$ cat config.mk
export PLATFORM = sky130hd
export DESIGN_NAME = dma_swtrig_enable
export DESIGN_NICKNAME = d
export VERILOG_FILES = /design/src/rtl/swtrig_pkg.sv /design/src/rtl/swtrig_regdec.sv /design/src/rtl/swtrig_evdec.sv /design/src/rtl/swtrig_bits.sv /design/src/rtl/dma_swtrig_enable.sv
export SDC_FILE = /design/constraint.sdc
export NUM_CORES = 1
export LEC_CHECK = 0
export BUFFER_PORTS_ARGS = -buffer_cell sky130_fd_sc_hd__buf_2
export CORE_MARGIN = 5
export CORE_UTILIZATION = 49
export CTS_BUF_LIST = sky130_fd_sc_hd__clkbuf_16
export CTS_CLUSTER_DIAMETER = 120
export DETAILED_ROUTE_END_ITERATION = 8
export PLACE_DENSITY_LB_ADDON = 0.1
export SYNTH_ARGS = -nofsm -noshare
export SYNTH_HDL_FRONTEND = slang
export SYNTH_SLANG_ARGS = --single-unit
$ cat constraint.sdc
create_clock -name clk -period 2.9 [get_ports clk]
set_input_delay 0.58 -clock clk [delete_from_list [all_inputs] [get_ports clk]]
set_output_delay 0.58 -clock clk [all_outputs]
set_load 0.01 [all_outputs]
$ cat src/rtl/swtrig_pkg.sv
package swtrig_pkg;
  localparam int NUM_EV    = 5;
  localparam int EVI_FRAME = 0;
  localparam int EVI_BLOCK = 1;
  localparam int EVI_REWR  = 2;
  localparam int EVI_BUSER = 3;
  localparam int EVI_PARER = 4;
endpackage

$ cat src/rtl/swtrig_regdec.sv
module swtrig_regdec #(
  parameter int ADDR_W = 8,
  parameter int NUM_CH = 32,
  parameter logic [ADDR_W-1:0] SET_OFFS = 8'h24,
  parameter logic [ADDR_W-1:0] CLR_OFFS = 8'h2C
) (
  input  logic              bus_wr,
  input  logic              bus_rd,
  input  logic [ADDR_W-1:0] bus_addr,
  input  logic [NUM_CH-1:0] bus_wdata,
  input  logic              bus_priv,
  output logic [NUM_CH-1:0] set_bits,
  output logic [NUM_CH-1:0] clr_bits,
  output logic              wr_denied,
  output logic              rd_hit
);
  logic hit_set, hit_clr;

  always_comb begin
    hit_set   = (bus_addr == SET_OFFS);
    hit_clr   = (bus_addr == CLR_OFFS);
    set_bits  = (bus_wr && bus_priv && hit_set) ? bus_wdata : '0;
    clr_bits  = (bus_wr && bus_priv && hit_clr) ? bus_wdata : '0;
    wr_denied = bus_wr && !bus_priv && (hit_set || hit_clr);
    rd_hit    = bus_rd && (hit_set || hit_clr);
  end
endmodule

$ cat src/rtl/swtrig_evdec.sv
module swtrig_evdec
  import swtrig_pkg::*;
#(
  parameter int NUM_CH = 32,
  parameter int IDX_W  = 5
) (
  input  logic [NUM_EV-1:0]            ev_vld,
  input  logic [NUM_EV-1:0][IDX_W-1:0] ev_ch,
  input  logic [NUM_CH-1:0]            cfg_block,
  input  logic [NUM_CH-1:0]            cfg_autoinit,
  input  logic [NUM_CH-1:0]            cfg_hw_en,
  output logic [NUM_CH-1:0]            auto_clr
);
  logic [NUM_EV-1:0][NUM_CH-1:0] hit;

  for (genvar k = 0; k < NUM_EV; k++) begin : g_kind
    for (genvar c = 0; c < NUM_CH; c++) begin : g_ch
      assign hit[k][c] = ev_vld[k] && (ev_ch[k] == IDX_W'(c));
    end
  end

  for (genvar c = 0; c < NUM_CH; c++) begin : g_rule
    logic frame_rule, block_rule, fault_rule;
    always_comb begin
      frame_rule  = hit[EVI_FRAME][c] && !cfg_block[c];
      block_rule  = hit[EVI_BLOCK][c] && cfg_block[c] &&
                    (!cfg_autoinit[c] || cfg_hw_en[c]);
      fault_rule  = hit[EVI_REWR][c] || hit[EVI_BUSER][c] || hit[EVI_PARER][c];
      auto_clr[c] = frame_rule || block_rule || fault_rule;
    end
  end
endmodule

$ cat src/rtl/swtrig_bits.sv
module swtrig_bits #(
  parameter int NUM_CH = 32
) (
  input  logic              clk,
  input  logic              rst,
  input  logic [NUM_CH-1:0] set_bits,
  input  logic [NUM_CH-1:0] clr_bits,
  input  logic [NUM_CH-1:0] auto_clr,
  input  logic [NUM_CH-1:0] cfg_hw_en,
  output logic [NUM_CH-1:0] status_q,
  output logic [NUM_CH-1:0] svc_hw_q
);
  logic [NUM_CH-1:0] status_d;

  // a set write overrides an engine clear; a clear write overrides both
  assign status_d = ((status_q & ~auto_clr) | set_bits) & ~clr_bits;

  always_ff @(posedge clk) begin
    if (rst) begin
      status_q <= '0;
      svc_hw_q <= '0;
    end else begin
      status_q <= status_d;
      svc_hw_q <= cfg_hw_en & ~status_d;
    end
  end
endmodule

$ cat src/rtl/dma_swtrig_enable.sv
module dma_swtrig_enable
  import swtrig_pkg::*;
#(
  parameter int NUM_CH = 32,
  parameter int ADDR_W = 8,
  parameter logic [ADDR_W-1:0] SET_OFFS = 8'h24,
  parameter logic [ADDR_W-1:0] CLR_OFFS = 8'h2C,
  localparam int IDX_W = (NUM_CH > 1) ? $clog2(NUM_CH) : 1
) (
  input  logic              clk,
  input  logic              rst,
  input  logic              bus_wr,
  input  logic              bus_rd,
  input  logic [ADDR_W-1:0] bus_addr,
  input  logic [NUM_CH-1:0] bus_wdata,
  input  logic              bus_priv,
  output logic [NUM_CH-1:0] bus_rdata,
  output logic              acc_err,
  input  logic [NUM_CH-1:0] cfg_block,
  input  logic [NUM_CH-1:0] cfg_autoinit,
  input  logic [NUM_CH-1:0] cfg_hw_en,
  input  logic              ev_frame_done,
  input  logic [IDX_W-1:0]  ev_frame_ch,
  input  logic              ev_block_done,
  input  logic [IDX_W-1:0]  ev_block_ch,
  input  logic              ev_pkt_rewrite,
  input  logic [IDX_W-1:0]  ev_pkt_ch,
  input  logic              ev_bus_err,
  input  logic [IDX_W-1:0]  ev_bus_ch,
  input  logic              ev_parity_err,
  input  logic [IDX_W-1:0]  ev_parity_ch,
  output logic [NUM_CH-1:0] sw_status,
  output logic [NUM_CH-1:0] svc_hw
);
  logic [NUM_CH-1:0]            set_bits, clr_bits, auto_clr;
  logic                         wr_denied, rd_hit;
  logic [NUM_EV-1:0]            ev_vld;
  logic [NUM_EV-1:0][IDX_W-1:0] ev_ch;

  always_comb begin
    ev_vld[EVI_FRAME] = ev_frame_done;   ev_ch[EVI_FRAME] = ev_frame_ch;
    ev_vld[EVI_BLOCK] = ev_block_done;   ev_ch[EVI_BLOCK] = ev_block_ch;
    ev_vld[EVI_REWR]  = ev_pkt_rewrite;  ev_ch[EVI_REWR]  = ev_pkt_ch;
    ev_vld[EVI_BUSER] = ev_bus_err;      ev_ch[EVI_BUSER] = ev_bus_ch;
    ev_vld[EVI_PARER] = ev_parity_err;   ev_ch[EVI_PARER] = ev_parity_ch;
  end

  swtrig_regdec #(
    .ADDR_W(ADDR_W), .NUM_CH(NUM_CH), .SET_OFFS(SET_OFFS), .CLR_OFFS(CLR_OFFS)
  ) u_dec (
    .bus_wr(bus_wr), .bus_rd(bus_rd), .bus_addr(bus_addr),
    .bus_wdata(bus_wdata), .bus_priv(bus_priv),
    .set_bits(set_bits), .clr_bits(clr_bits),
    .wr_denied(wr_denied), .rd_hit(rd_hit)
  );

  swtrig_evdec #(.NUM_CH(NUM_CH), .IDX_W(IDX_W)) u_ev (
    .ev_vld(ev_vld), .ev_ch(ev_ch),
    .cfg_block(cfg_block), .cfg_autoinit(cfg_autoinit), .cfg_hw_en(cfg_hw_en),
    .auto_clr(auto_clr)
  );

  swtrig_bits #(.NUM_CH(NUM_CH)) u_bits (
    .clk(clk), .rst(rst),
    .set_bits(set_bits), .clr_bits(clr_bits), .auto_clr(auto_clr),
    .cfg_hw_en(cfg_hw_en),
    .status_q(sw_status), .svc_hw_q(svc_hw)
  );

  always_ff @(posedge clk) begin
    if (rst) begin
      bus_rdata <= '0;
      acc_err   <= 1'b0;
    end else begin
      bus_rdata <= rd_hit ? sw_status : '0;
      acc_err   <= wr_denied;
    end
  end
endmodule

[After elaboration in Yosys (flattened, before gate mapping)]
Cells that the tools add are included.
Storage, ports and cells
  register bits after elaboration: 97
  input bits: 171
  output and inout bits: 97
  word-level logic and storage cells: 665
Operators by class
  equal/unequal tests: 157
  multiplexer cells: 2
  bitwise gates (word level): 8
  reductions and logical operators: 494
Operator list (number)
  5-bit equality test (second input constant): 80
  1-bit logical AND: 262
  5-bit by 4-bit equality test with 1-bit output (second input constant): 40
  1-bit logical OR: 161
  5-bit by 3-bit equality test with 1-bit output (second input constant): 20
  32-bit AND: 3
  32-bit inverter: 3
  1-bit zero test: 65
  32-bit two-way mux: 2
  5-bit by 2-bit equality test with 1-bit output (second input constant): 10
  32-bit bitwise OR: 1
  5-bit by 1-bit equality test with 1-bit output (second input constant): 5
  5-bit zero test: 5
  8-bit by 6-bit equality test with 1-bit output (second input constant): 2
  2-bit OR reduction: 1
  1-bit inverter: 1

[Depth between registers and ports, before layout]
  depth after elaboration: 12
  mapped depth: 6
  gate-level depth less buffers: 5

[Cells and area by module]
Synthesis repeated with hierarchy kept, for this count alone.
Second synthesis, totals
  cell total of the unflattened synthesis: 830
  area, all modules: 7118.1 µm²
Modules (own cells, without submodules)
  swtrig_bits: times used 1, cells each 295, area an instance 3213.1 µm², sequential area each 1281.2 µm²
  swtrig_evdec: times used 1, cells each 301, area an instance 1755.4 µm², sequential area each 0.0 µm²
  swtrig_regdec: times used 1, cells each 162, area an instance 1154.9 µm², sequential area each 0.0 µm²
  dma_swtrig_enable: times used 1, cells each 72, area an instance 994.7 µm², sequential area each 660.6 µm²

[Worst setup path before layout]
No wires, ideal clock.
  path type: input port to flip-flop
  start point: input port bus_addr[4]
  end point: register u_bits.svc_hw_q[12]
  setup time: 0.117 ns
  arrival time: 2.012 ns
  data required time: 2.783 ns
  slack: 0.770 ns
  cell stages on the path: 6
  path buffers: 1
  cell sequence: or4b_4 nor4b_4 buf_6 nand2_1 and3b_1 a32o_1
Between the ends
  longest elaborated chain between the ends: 7
  elaborated cells on any way between the ends: 11
  those cells by class: eq/ne (2); mux (2); bitwise (5); reduce/logical (2)
RTL lines
  start: declaration: line dma_swtrig_enable.sv:14  | input logic [ADDR_W-1:0] bus_addr,
  8-bit by 6-bit equality test with 1-bit output (on tied branches): line swtrig_regdec.sv:20, swtrig_regdec.sv:21
  1-bit logical AND (on tied branches): line swtrig_regdec.sv:22, swtrig_regdec.sv:23
  32-bit two-way mux (on tied branches): line swtrig_regdec.sv:22, swtrig_regdec.sv:23
  32-bit bitwise OR or 32-bit inverter (tied branches): line swtrig_bits.sv:16  | assign status_d = ((status_q & ~auto_clr) | set_bits) & ~clr_bits;
  32-bit AND *: line swtrig_bits.sv:16
  32-bit inverter *: line swtrig_bits.sv:24  | svc_hw_q <= cfg_hw_en & ~status_d;
  32-bit AND *: line swtrig_bits.sv:24
  end signal: assignment: line swtrig_bits.sv:24
  end: declaration: line swtrig_bits.sv:11  | output logic [NUM_CH-1:0] svc_hw_q
Every way passes the cells marked *; elsewhere a longest branch is shown, timed or not.
A chain may end at the register's enable or synchronous reset.

[Worst setup path in the final report]
Same ends and word-level chain as after synthesis.

==> results.md <==
* Synth Net Count at 724
* Placed Instances at 936
* Prevailing post-synth register cell: dfxtp_1
* Slew Limit Fails at 0
* Required time of the critical path at 3140 ps
* Post-route DRC at 0
* Cell Chain, Critical Path: buf_2, or4b_4, nor4b_4, buf_4, nand2_1, and3b_1, a32o_1
* Final worst setup slack at 757 ps
* First-pass GRT wire length at 32000 um
* Met1 usage at 0.396
* Number of global-route vias before repair at 6032
* Fin Setup TNS at 0 ps
* Area after DPL at 6500 um^2
* Tmin final at 2140 ps
* RD Place Congestion at 0.983
* Post-CTS setup buffers at 0
* Via density at 6.27
* Routed WL at 21100 um
* Reg2reg path depth at 4
* Crit start category: input pin
* Worst-Margin Slew at 1030 ps
* Synth Instances at 553
* Critical R2R Launch: u_bits.status_q[7]
* Clk_lat worst skew at 350 ps
* RSZ-0062 raised after global routing: no
* Max frequency at 0.467 GHz
* PwrDens at 457 nW/um^2
* Drt pass-1 iters at 8
* Hold_buf cts at 0
* Crit Path Class: input pin to flip-flop
* Pre-CTS WS at 417 ps
* Sequential element share of the synthesized area at 0.385
* Tcrit/Tclk final at 0.739
* Final count of negative-setup-slack endpoints at 0
* CP peak stage delay at 570 ps
* Clock root cell: clkbuf_16
* Grt ovf at 0
* Max cap viols at 0
* Final Non-Filler Cells at 951
* Final HPWL DP at 16500 um
* Die area at 12400 um^2
* Slowest CP cell: or4b_4
* Die Wd at 111 um
* Hold path startpoint: bus_priv
* Ys async rst share at 0
* Tot GR Track Use at 0.323
* Nets@finish at 982
* Routed via count at 5959
* Top cell type by total area after synthesis: dfxtp_1
* Relative slew slack at 0.314
* Worst min path class: input pin to flip-flop
* Largest net degree at the start of global routing at 66
* Synth top area share at 0.385
* IO buf count at 267
* Met2 Use GR at 0.562
* Final ANT Viol Nets at 0
* CP Buf/Inv Count at 2
* DRT iter0 DRCs at 505
* WHS Path Cells at 2
* # diodes at 0
* CTS max path bufs at 2
* # clock sinks at 97
* Yosys reg bits at 97
* Design area at 6840 um^2
* Mapped Area at 5040 um^2
* Initial antenna violation count at 0
* Worst R2R Setup Slack at 1570 ps
* Post-CTS Resized at 0
* Row cnt at 37
* Synthesized area per cell at 9.12 um^2
* Number of CTS-inserted buffers at 9
* Final Skew at 8.50 ps
* Layer with the highest usage: met2
* CP Depth at 7
* Top cells by area, synth: dfxtp_1 38%, a32o_1 6.3%, nor2b_1 4.2%
* Initial Util at 0.495
* Synthesis-to-finish area growth at 35.6%
* Arrival @ worst endpoint at 2380 ps
* Number of synthesized flops with an enable pin at 0
* Status: complete, no violations
* Core area at 10200 um^2
* CTS tree: done
* Worst setup EP type: flip-flop
* RR Endpoint: u_bits.svc_hw_q[7]
* WL/cell at 22.2 um
* Worst Hold End: acc_err
* Synth Warn # at 0
* Total power at 3130 uW
* Final hold violations at 0
* Synth unique cells at 48
* H-tree depth at 3
* I/O pins at 268
* CP top delay family: simple AND/OR/NAND/NOR gates
* Worst IR Drop VDD at 0.255 mV
* Clock Pin Slew Worst Setup and Hold Paths at 60 ps
* Layout cells sized above 1 at 0.378
* Worst-path fanout max at 32
* Met3 Use GR at 0.0717
* Lkg Pwr at 0.00297 uW
* Die span in y at 111 um
## metal layers
| metal | wire (um) | part of all wire | vias up |
|---|---|---|---|
| met3 | 1970 | 0.094 | 47 |
| met4 | 420 | 0.020 | 0 |
| met2 | 10400 | 0.49 | 357 |
| li1 | - | - | 2708 |
| met1 | 8320 | 0.39 | 2847 |
| met5 | 0 | 0 | - |
## final cells by class
class / instances / area [um^2]
Multi-Input combinational cell: 402 / 2880
Sequential cell: 97 / 1940
Clock buffer: 9 / 225
Timing Repair Buffer: 279 / 1430
Fill cell: 867 / 3350
Inverter: 22 / 82.6
Clock inverter: 6 / 109
Tap cell: 136 / 170
## Yosys cell counts, types with 11 or more instances
cell type and number:
a211oi_1 28, a21oi_1 25, a32o_1 32, and2_1 33, clkbuf_1 26, dfxtp_1 97, inv_1 22, nand2b_1 15
nand4b_1 11, nor2_1 17, nor2b_1 34, nor3_1 19, nor4_1 18, o2111a_1 15, o21ai_0 31, o22ai_1 17
o32ai_1 11
## worst max-delay path by stage
| stage | start | endpoint |
|---|---|---|
| floorplan | bus_addr[4] | u_bits.svc_hw_q[12] |
| global route | bus_addr[4] | u_bits.svc_hw_q[5] |
| finish | bus_addr[4] | u_bits.svc_hw_q[12] |
| global placement | bus_addr[4] | u_bits.svc_hw_q[12] |
| detailed placement | bus_addr[4] | u_bits.svc_hw_q[1] |
| CTS | bus_addr[4] | u_bits.svc_hw_q[1] |
## sequential cells by signal, indices dropped and copies added (netlist names)
name and count:
bus_rdata 32, u_bits.status_q 32, u_bits.svc_hw_q 32, acc_err 1
## kinds of logic after synthesis
kind of cell,synth area share
and+or+nand+nor,0.285
AOI/OAI and AO/OA,0.286
DFF,0.385
buffers and inverters,0.0439
## layout by cell type (no fill, tap or decap), types with 17 or more instances in the layout
| master | Yosys | final |
|---|---|---|
| nor3_1 | 19 | 19 |
| nor4_1 | 18 | 18 |
| inv_1 | 22 | 23 |
| and2_1 | 33 | 33 |
| dfxtp_1 | 97 | 97 |
| nor2b_1 | 34 | 34 |
| a211oi_1 | 28 | 28 |
| a32o_1 | 32 | 32 |
| a21oi_1 | 25 | 25 |
| o22ai_1 | 17 | 17 |
| o21ai_0 | 31 | 31 |
| buf_2 | 3 | 267 |
## stage by stage
| stage | utilization | hold WS [ps] |
|---|---|---|
| after detailed placement | 0.639 | 476 |
| after floorplan | - | 508 |
| after global placement | 0.639 | 464 |
| after CTS | 0.671 | 430 |
| final | 0.671 | 435 |
| after global routing | 0.671 | 438 |
## power breakdown
part / internal [uW] / total [uW] / leakage, uW / switching (uW)
clock: 835 / 1350 / 0.000159 / 518
combinational: 173 / 412 / 0.00202 / 239
sequential: 1360 / 1360 / 0.000790 / 6.36
total: 2360 / 3130 / 0.00297 / 764
## worst register-to-register path, stage by stage, from the launching register on
cell and delay [ps]:
dfxtp_1 370, o21ai_0 100, nor4b_1 410, a21oi_1 110, a32o_1 230
(Power assumes the default switching activity.)
